===== src/rtl/dma_direct_ctrl.sv =====
module dma_direct_ctrl #(
  parameter int AW  = 16,
  parameter int CW  = 16,
  parameter int ATW = 4
) (
  input  logic           clk,
  input  logic           rst_n,
  input  logic           reg_we,
  input  logic [2:0]     reg_addr,
  input  logic [31:0]    reg_wdata,
  output logic [31:0]    reg_rdata,
  output logic           mem_req,
  output logic           mem_we,
  output logic [AW-1:0]  mem_addr,
  output logic [7:0]     mem_wdata,
  output logic [ATW-1:0] mem_attr,
  input  logic [7:0]     mem_rdata,
  input  logic           mem_ack,
  input  logic           mem_err,
  output logic           irq
);
  localparam logic [2:0] A_MODE = 3'd0, A_STAT = 3'd1, A_SRC = 3'd2, A_DST = 3'd3,
                         A_CNT = 3'd4, A_SAT = 3'd5, A_DAT = 3'd6;
  localparam int B_ABT = 1, B_DIR = 2, B_SWS = 3, B_SEL = 4, B_IE = 5;

  logic [5:1]     mode_q;
  logic           start_q, busy_q, done_q, err_q, abt_q, phase_q;
  logic [AW-1:0]  src_q, dst_q, wsrc, wdst;
  logic [CW-1:0]  cnt_q, wcnt;
  logic [ATW-1:0] sat_q, dat_q;
  logic [7:0]     data_q;
  logic           unused_bits;

  wire wr_mode = reg_we && reg_addr == A_MODE;
  wire wr_stat = reg_we && reg_addr == A_STAT;
  wire wr_src  = reg_we && reg_addr == A_SRC;
  wire wr_dst  = reg_we && reg_addr == A_DST;
  wire direct  = mode_q[B_DIR] && mode_q[B_SWS];
  wire src_trg = direct && mode_q[B_SEL];
  wire dst_trg = direct && !mode_q[B_SEL];
  wire launch  = !busy_q && ((wr_src && src_trg) || (wr_dst && dst_trg));
  wire abort_e = busy_q && wr_mode && reg_wdata[B_ABT] && !mode_q[B_ABT];
  wire take_src = wr_src && !(busy_q && src_trg);
  wire take_dst = wr_dst && !(busy_q && dst_trg);

  assign unused_bits = &{1'b0, reg_wdata};
  assign mem_req   = busy_q && wcnt != '0;
  assign mem_we    = phase_q;
  assign mem_addr  = phase_q ? wdst : wsrc;
  assign mem_wdata = data_q;
  assign mem_attr  = phase_q ? dat_q : sat_q;
  assign irq       = done_q && mode_q[B_IE];

  always_ff @(posedge clk) begin
    if (!rst_n) begin
      mode_q <= '0;
      src_q  <= '0;
      dst_q  <= '0;
      cnt_q  <= '0;
      sat_q  <= '0;
      dat_q  <= '0;
    end else begin
      if (wr_mode) mode_q <= reg_wdata[5:1];
      if (take_src) src_q <= reg_wdata[AW-1:0];
      if (take_dst) dst_q <= reg_wdata[AW-1:0];
      if (reg_we && reg_addr == A_CNT) cnt_q <= reg_wdata[CW-1:0];
      if (reg_we && reg_addr == A_SAT) sat_q <= reg_wdata[ATW-1:0];
      if (reg_we && reg_addr == A_DAT) dat_q <= reg_wdata[ATW-1:0];
    end
  end

  always_ff @(posedge clk) begin
    if (!rst_n) begin
      start_q <= 1'b0;
      busy_q  <= 1'b0;
      done_q  <= 1'b0;
      err_q   <= 1'b0;
      abt_q   <= 1'b0;
      phase_q <= 1'b0;
      wsrc    <= '0;
      wdst    <= '0;
      wcnt    <= '0;
      data_q  <= '0;
    end else begin
      if (wr_stat) begin
        if (reg_wdata[1]) done_q <= 1'b0;
        if (reg_wdata[2]) err_q  <= 1'b0;
        if (reg_wdata[3]) abt_q  <= 1'b0;
      end
      if (launch) begin
        busy_q  <= 1'b1;
        start_q <= 1'b1;
        phase_q <= 1'b0;
        wsrc    <= wr_src ? reg_wdata[AW-1:0] : src_q;
        wdst    <= wr_dst ? reg_wdata[AW-1:0] : dst_q;
        wcnt    <= cnt_q;
      end else if (busy_q) begin
        if (abort_e) begin
          busy_q  <= 1'b0;
          start_q <= 1'b0;
          abt_q   <= 1'b1;
        end else if (wcnt == '0) begin
          busy_q  <= 1'b0;
          start_q <= 1'b0;
          done_q  <= 1'b1;
        end else if (mem_ack) begin
          if (mem_err) begin
            busy_q  <= 1'b0;
            start_q <= 1'b0;
            err_q   <= 1'b1;
          end else if (!phase_q) begin
            data_q  <= mem_rdata;
            phase_q <= 1'b1;
          end else begin
            phase_q <= 1'b0;
            wsrc    <= wsrc + 1'b1;
            wdst    <= wdst + 1'b1;
            wcnt    <= wcnt - 1'b1;
            if (wcnt == CW'(1)) begin
              busy_q  <= 1'b0;
              start_q <= 1'b0;
              done_q  <= 1'b1;
            end
          end
        end
      end
    end
  end

  always_comb begin
    case (reg_addr)
      A_MODE:  reg_rdata = 32'({mode_q, start_q});
      A_STAT:  reg_rdata = 32'({abt_q, err_q, done_q, busy_q});
      A_SRC:   reg_rdata = 32'(src_q);
      A_DST:   reg_rdata = 32'(dst_q);
      A_CNT:   reg_rdata = 32'(cnt_q);
      A_SAT:   reg_rdata = 32'(sat_q);
      A_DAT:   reg_rdata = 32'(dat_q);
      default: reg_rdata = '0;
    endcase
  end
endmodule


===== config.mk =====
export PLATFORM = sky130hd
export DESIGN_NAME = dma_direct_ctrl
export DESIGN_NICKNAME = d
export VERILOG_FILES = /design/src/rtl/dma_direct_ctrl.sv
export SDC_FILE = /design/constraint.sdc
export NUM_CORES = 1
export LEC_CHECK = 0
export BUFFER_PORTS_ARGS = -buffer_cell sky130_fd_sc_hd__buf_2
export CAP_MARGIN = 15
export CORE_MARGIN = 5
export CORE_UTILIZATION = 60
export DETAILED_ROUTE_END_ITERATION = 12
export PLACE_DENSITY_LB_ADDON = 0.12
export SKIP_LAST_GASP = 1
export SLEW_MARGIN = 5
export SYNTH_ARGS = -nofsm -noshare
export SYNTH_HDL_FRONTEND = slang
export SYNTH_SLANG_ARGS = --single-unit

===== constraint.sdc =====
create_clock -name clk -period 5.3 [get_ports clk]
set_input_delay 0.265 -clock clk [delete_from_list [all_inputs] [get_ports clk]]
set_output_delay 0.265 -clock clk [all_outputs]
set_load 0.01 [all_outputs]

==> flow_summary.toml, run 1 <==
[cts]
clock_tree.root_cell = "sky130_fd_sc_hd__clkbuf_16"
clock_sink_count = 123
cts-buffers-inserted = 17
hold_bufs_inserted_after_cts = 0
htreeDepth = 4
cts_setup_buffers = 0
postCtsResizedCells = 0
clk_transition_reported_paths_ns = 0.05
clk-insertion-delay-late_ns = 0.42
tritoncts = "built"
max-clock-path-buffers = 2

[timing]
finalHoldViolCount = 0
final_layout_setup_total_negative_slack_ns = 0
timing.fmax_ghz = 0.329
total_of_endpoints_with_negative_setup_slack_in_the_final_report = 0
fin_ws_ns = 2.26
fin_crit_ns = 3.04
timing_worst_slew_pin_value_ns = 1.17
max-slew-margin-rel = 0.219
final_min_period_over_clock_period = 0.574
skew_ns = 0.00768
slew_violations = 0
grt_setup_unrepaired = "false"
hold_slack_ns = 0.104

[grt]
gr-usage-met3 = 0.0602
grt_util_met2 = 0.471
groute.usage.overall = 0.293
globalRoute.busiestLayer = "met2"
maximum_number_of_pins_on_one_net_before_global_route_repair = 115
grt_remaining_overflow = 0
grt_first_pass_wirelength_um = 33200
grt_pass1_vias = 6285
use_met1 = 0.368
number_of_antenna_violations_at_the_first_check_in_global_routing = 0

[pwr]
ir_worst_vdd_v = 0.000304
power_per_cell_area_nw_per_um2 = 270
cell_internal_pwr_uw = 1640
power.leakage_uw = 0.00328
clock_power_share = 0.493
combPwrFrac = 0.061
seq_power_share = 0.446
sw_frac_of_total = 0.226
switching_power_uw = 480

[setup_path]
critical_path.cell_chain = "inv_1, ha_1, nor4b_1, nand4_1, nand2_1, o21ai_0, a311o_1"
timing.rr.end = "wcnt[10]"
arrival_ns = 3.34
r2r_setup_slack_ns = 2.26
reg2reg_path_depth = 7
slowest_stage = "sky130_fd_sc_hd__nand2_1"
path_buf_inv = 1
critPathKind = "reg -> reg"
cpPeakStageDelay_ns = 0.82
cp.required_ns = 5.60
crit_path_end_kind = "register"
crit-reg2reg-launch = "wcnt[0]"
cp_top_family = "simple AND/OR/NAND/NOR gates"
cp-start-kind = "register"
critical_path_peak_fanout = 20

[logic_synthesis]
syn_area_um2 = 7020
synth.yosys.seq_area_share = 0.351
synth-edff-count = 0
postSynth.topFlopCell = "sky130_fd_sc_hd__dfxtp_1"
synth_top_cell_area_share = 0.351
synth_cell_type_count = 72
synth_warnings = 0
synth_top_cell_by_area = "sky130_fd_sc_hd__dfxtp_1"
postSynthAreaPerCell_um2 = 8.38
ys_ff_latch = 123
synthTopCellsByArea = "sky130_fd_sc_hd__dfxtp_1, sky130_fd_sc_hd__mux2i_1, sky130_fd_sc_hd__nand2_1"
post_synth_inst_count = 838
share_of_flip_flops_with_an_asynchronous_set_or_reset = 0

[final_layout]
share_of_the_core_filled_with_cells_in_the_final_layout = 0.686
layout-drive-gt1-share = 0.181
layout.cells.most_common = "sky130_fd_sc_hd__nand2_1"
mostFrequentLayoutCells = "sky130_fd_sc_hd__nand2_1, sky130_fd_sc_hd__dfxtp_1, sky130_fd_sc_hd__buf_2, sky130_fd_sc_hd__mux2i_1, sky130_fd_sc_hd__nor2b_1"
layoutNonFillerInstCount = 1032
fin_nets = 933
antennaDiodeCount = 0
final.fill_count = 960
area_growth_syn_to_layout_pct = 12.0

[job]
max_cap_violations = 0

[drt]
detail_route.first_pass.iterations = 5
wl_per_cell_um = 20.2
wire_length_reported_by_the_detailed_router_um = 20900
drc_errors = 0
drtIter0Drc = 731
num_vias = 6610
via_per_inst = 6.41
drtAntennaViolNets = 0

[run_status]
status = "completed"

[floorplan]
area_of_the_core_um2 = 11500
top_level_ports = 111
chipHeight_um = 118
floorplan.initialDensity = 0.612
placement_rows = 39
die_w_um = 118
floorplan.die_area_um2 = 14000

[place]
gp_routability_congestion = 0.934
numPlacedInstances = 1003
io_buffer_count = 78
detailedPlace.worstSlack_ns = 2.30
place.detailed.hpwl_um = 14300

[worst_hold_path]
holdCritPathClass = "in -> reg"
min_delay_path_depth = 3
worst_hold_path.endpoint = "mem_wdata[4]"
hold_start = "mem_rdata[4]"
-- area by class of cell --
class / instances / area (µm²) / share of cell area
inverters: 7 / 26.3 / 0.00334
clock inverters: 2 / 10.0 / 0.00127
well taps: 143 / 179 / 0.0228
flip-flops and latches: 123 / 2460 / 0.313
repair buffers: 87 / 465 / 0.0592
clock buffers: 26 / 519 / 0.0660
multi-input cells: 644 / 4200 / 0.534
-- per-stage QoR --
step | total power, µW | instance area, µm²
2_1_floorplan | 1050 | 7080
3_3_place_gp | 1090 | 7320
3_5_place_dp | 1090 | 7320
4_1_cts | 2120 | 7850
5_1_grt | 2180 | 7860
6_report | 2120 | 7860
-- Yosys cell counts (10+ instances only) --
cell type                  count
sky130_fd_sc_hd__nor4_1       14
sky130_fd_sc_hd__a21boi_0     24
sky130_fd_sc_hd__a22oi_1      11
sky130_fd_sc_hd__buf_2        12
sky130_fd_sc_hd__dfxtp_1     123
sky130_fd_sc_hd__a21oi_1      33
sky130_fd_sc_hd__nand2_1     137
sky130_fd_sc_hd__o21ai_0      40
sky130_fd_sc_hd__mux2_2       33
sky130_fd_sc_hd__nor2b_1      44
sky130_fd_sc_hd__buf_4        16
sky130_fd_sc_hd__and3_1       13
sky130_fd_sc_hd__nand3_1      33
sky130_fd_sc_hd__a31oi_1      10
sky130_fd_sc_hd__nor2_1       34
sky130_fd_sc_hd__mux2i_1      61
sky130_fd_sc_hd__clkbuf_1     44
sky130_fd_sc_hd__xnor2_1      13
-- metal layers --
layer | vias to the layer above | part of all wire | wire length [µm]
li1 | 3059 | - | -
met1 | 3179 | 0.41 | 8570
met2 | 314 | 0.47 | 9900
met3 | 58 | 0.070 | 1460
met4 | 0 | 0.044 | 922
met5 | - | 0 | 0
-- worst register-to-register path: cells and delay by family, from the launching register on --
kind	cells	cell delay, ns
buf+inv	1	0.10
compound gates	2	0.61
flops	1	0.36
fa+ha+maj	1	0.14
simple gates	3	1.72
-- power by group through the flow --
stage / Sequential, µW / Clock (µW) / Combinational, µW
4_1_cts: 944 / 1050 / 127
3_3_place_gp: 963 / 0 / 123
2_1_floorplan: 960 / 0 / 91.7
6_report: 945 / 1050 / 129
3_5_place_dp: 963 / 0 / 126
5_1_grt: 945 / 1100 / 139
-- state kept, by name, indices dropped and copies added (netlist names), 4 cells and up --
name	count
cnt_q	16
dst_q	16
src_q	16
wcnt	16
wdst	16
wsrc	16
mem_wdata	8
mode_q	5
dat_q	4
sat_q	4
-- cells by family (layout without fill, tap and decap cells) --
logic type      count (synthesis)  count (layout)  share of synthesized area
compound gates                175             175                      0.168
xor+xnor                       16              16                     0.0200
fa+ha+maj                       5               5                    0.00891
buf+inv                        86             122                     0.0599
flops                         123             123                      0.351
mux                            96              96                      0.146
other cells                     1              16                   0.000534
simple gates                  336             336                      0.246
-- worst max-delay path by stage --
stage | from | end | slack [ns] | depth (start not counted)
6_report | wcnt[0] | wcnt[10] | 2.26 | 7
5_1_grt | wcnt[0] | wcnt[10] | 2.02 | 7
4_1_cts | wcnt[0] | wcnt[10] | 2.30 | 7
3_5_place_dp | reg_addr[1] | src_q[13] | 2.30 | 7
3_3_place_gp | wcnt[0] | wcnt[10] | 2.34 | 7
2_1_floorplan | wcnt[0] | wsrc[13] | 3.19 | 8
(Power assumes the default switching activity.)
==> run 2, diff against run 1 <==
--- a/config.mk
+++ b/config.mk
@@ -5,10 +5,11 @@
 export SDC_FILE = /design/constraint.sdc
 export NUM_CORES = 1
 export LEC_CHECK = 0
+export ABC_AREA = 1
 export BUFFER_PORTS_ARGS = -buffer_cell sky130_fd_sc_hd__buf_2
 export CAP_MARGIN = 15
 export CORE_MARGIN = 5
-export CORE_UTILIZATION = 60
+export CORE_UTILIZATION = 58
 export DETAILED_ROUTE_END_ITERATION = 12
 export PLACE_DENSITY_LB_ADDON = 0.12
 export SKIP_LAST_GASP = 1
==> constraint.sdc (replaced) <==
create_clock -name clk -period 3.1 [get_ports clk]
set_input_delay 0.155 -clock clk [delete_from_list [all_inputs] [get_ports clk]]
set_output_delay 0.155 -clock clk [all_outputs]
set_load 0.01 [all_outputs]
==> flow_summary.toml, run 2 <==
[run_status]
status = "completed"

[drt]
wl_per_cell_um = 14.6
drtAntennaViolNets = 0
wire_length_reported_by_the_detailed_router_um = 21300
drc_errors = 0
via_per_inst = 5.36
detail_route.first_pass.iterations = 5
drtIter0Drc = 654
num_vias = 7790

[logic_synthesis]
synth-edff-count = 0
synth_warnings = 0
postSynth.topFlopCell = "sky130_fd_sc_hd__dfxtp_1"
postSynthAreaPerCell_um2 = 6.16
post_synth_inst_count = 1210
synth_top_cell_by_area = "sky130_fd_sc_hd__dfxtp_1"
synthTopCellsByCount = "sky130_fd_sc_hd__nand2_1, sky130_fd_sc_hd__nor2_1, sky130_fd_sc_hd__dfxtp_1"
synthMostInstantiatedCell = "sky130_fd_sc_hd__nand2_1"
synth_cell_type_count = 38
ys_ff_latch = 123
syn_area_um2 = 7450
synth_top_cell_area_share = 0.330
synthTopCellsByArea = "sky130_fd_sc_hd__dfxtp_1, sky130_fd_sc_hd__nand2_1, sky130_fd_sc_hd__nor2_1"
synth.yosys.seq_area_share = 0.330
share_of_flip_flops_with_an_asynchronous_set_or_reset = 0

[final_layout]
antennaDiodeCount = 0
final.fill_count = 1221
layout.cells.most_common = "sky130_fd_sc_hd__nand2_1"
fin_nets = 1325
area_growth_syn_to_layout_pct = 12.8
mostFrequentLayoutCells = "sky130_fd_sc_hd__nand2_1, sky130_fd_sc_hd__nor2_1, sky130_fd_sc_hd__dfxtp_1, sky130_fd_sc_hd__o21ai_0, sky130_fd_sc_hd__inv_1"
layoutNonFillerInstCount = 1454
layout-drive-gt1-share = 0.108

[floorplan]
floorplan.die_area_um2 = 15200
area_of_the_core_um2 = 12600
die_w_um = 123
placement_rows = 41
chipHeight_um = 123
floorplan.initialDensity = 0.590
top_level_ports = 111

[cts]
clk-insertion-delay-late_ns = 0.41
max-clock-path-buffers = 2
tritoncts = "built"
postCtsResizedCells = 0
htreeDepth = 4
clock_sink_count = 123
clock_tree.root_cell = "sky130_fd_sc_hd__clkbuf_16"
clk_transition_reported_paths_ns = 0.05
cts-buffers-inserted = 17

[pwr]
ir_worst_vdd_v = 0.000389
power.leakage_uw = 0.00396
power_per_cell_area_nw_per_um2 = 434

[setup_path]
cp-start-kind = "register"
crit_path_end_kind = "register"
critPathKind = "reg -> reg"
critical_path_peak_fanout = 35
cp.required_ns = 3.41
r2r_setup_slack_ns = 0.75
arrival_ns = 2.66

[timing]
max-slew-margin-rel = 0.413
final_min_period_over_clock_period = 0.758
timing.fmax_ghz = 0.426
skew_ns = 0.00498
total_of_endpoints_with_negative_setup_slack_in_the_final_report = 0
slew_violations = 0
timing_worst_slew_pin_value_ns = 0.875
grt_setup_unrepaired = "false"
fin_crit_ns = 2.35
hold_slack_ns = 0.0287
finalHoldViolCount = 0
final_layout_setup_total_negative_slack_ns = 0

[place]
io_buffer_count = 78
place.detailed.hpwl_um = 15100
numPlacedInstances = 1417
gp_routability_congestion = 0.921

[job]
max_cap_violations = 0

[grt]
groute.usage.overall = 0.288
maximum_number_of_pins_on_one_net_before_global_route_repair = 51
grt_first_pass_wirelength_um = 34500
number_of_antenna_violations_at_the_first_check_in_global_routing = 0
grt_pass1_vias = 6974
grt_remaining_overflow = 0

[worst_hold_path]
holdCritPathClass = "in -> reg"
-- run 2: cell count changes in the layout (fill, tap and decap cells not counted), sizes merged, moves of 24 or more --
cell,before,now
mux2,33,0
mux2i,61,0
inv,7,114
nor2b,44,0
nand3,34,76
a21boi,24,0
a21oi,34,74
o21ai,44,123
nand2,137,368
nor2,35,176
-- run 2: cells by family after synthesis --
kind of cell / synth area share
buffers and inverters: 0.115
flip-flops: 0.330
adder cells (fa/ha/maj): 0.00840
AND/OR/NAND/NOR: 0.359
XOR/XNOR: 0.0235
other: 0.000503
AO/OA/AOI/OAI: 0.164
-- run 2: layout make-up --
cell class / instances / area [µm²] / share of cell area
multi-input cells: 914 / 4190 / 0.499
flip-flops and latches: 123 / 2460 / 0.293
repair buffers: 101 / 583 / 0.0694
clock buffers: 27 / 513 / 0.0610
inverters: 115 / 432 / 0.0513
well taps: 172 / 215 / 0.0256
clock inverters: 2 / 10.0 / 0.00119
-- run 2: report_power, final --
group	total, µW	internal [µW]	switching (µW)
logic	233	71.4	161
registers	1630	1610	17.6
clock network	1780	1110	673
total	3640	2790	852
-- run 2: through the flow --
step	util	instance area, µm²	setup WS [ns]	total power [µW]
after floorplan	-	7510	1.54	1810
after global placement	0.618	7800	0.837	1880
after detailed placement	0.618	7800	0.808	1880
after CTS	0.666	8410	0.799	3640
after global routing	0.666	8410	0.563	3750
final	0.666	8410	0.750	3640
-- run 2: path summary, 6_finish.rpt --
check	start	to	cells past startpoint
max reg2reg	busy_q	wsrc[2]	7
max	busy_q	wsrc[2]	7
min	reg_wdata[5]	cnt_q[5]	3
min reg2reg	mem_wdata[2]	mem_wdata[2]	2
-- run 2: routing by layer --
layer / up-vias / global-route usage / routed length [µm]
li1: 3970 / - / -
met1: 3521 / 0.411 / 9960
met2: 277 / 0.433 / 9310
met3: 22 / 0.0668 / 1700
met4: 0 / 0.0844 / 317
met5: - / 0 / 0
-- run 2: worst max-delay path, stage by stage, from the launching register on --
cell	delay, ns
sky130_fd_sc_hd__dfxtp_1	0.50
sky130_fd_sc_hd__inv_2	0.18
sky130_fd_sc_hd__nor2_1	0.35
sky130_fd_sc_hd__nand4_4	0.56
sky130_fd_sc_hd__nand2_4	0.44
sky130_fd_sc_hd__nand2_1	0.09
sky130_fd_sc_hd__nand2_1	0.07
sky130_fd_sc_hd__nor2_1	0.04
-- run 2: timing repair --
| action | 4_1_cts | 5_1_grt |
|---|---|---|
| hold buffers | 8 | 0 |
| setup buffers | 0 | 0 |
| endpoints found under the setup margin | 0 | 0 |
| hold endpoints to repair | 8 | 0 |
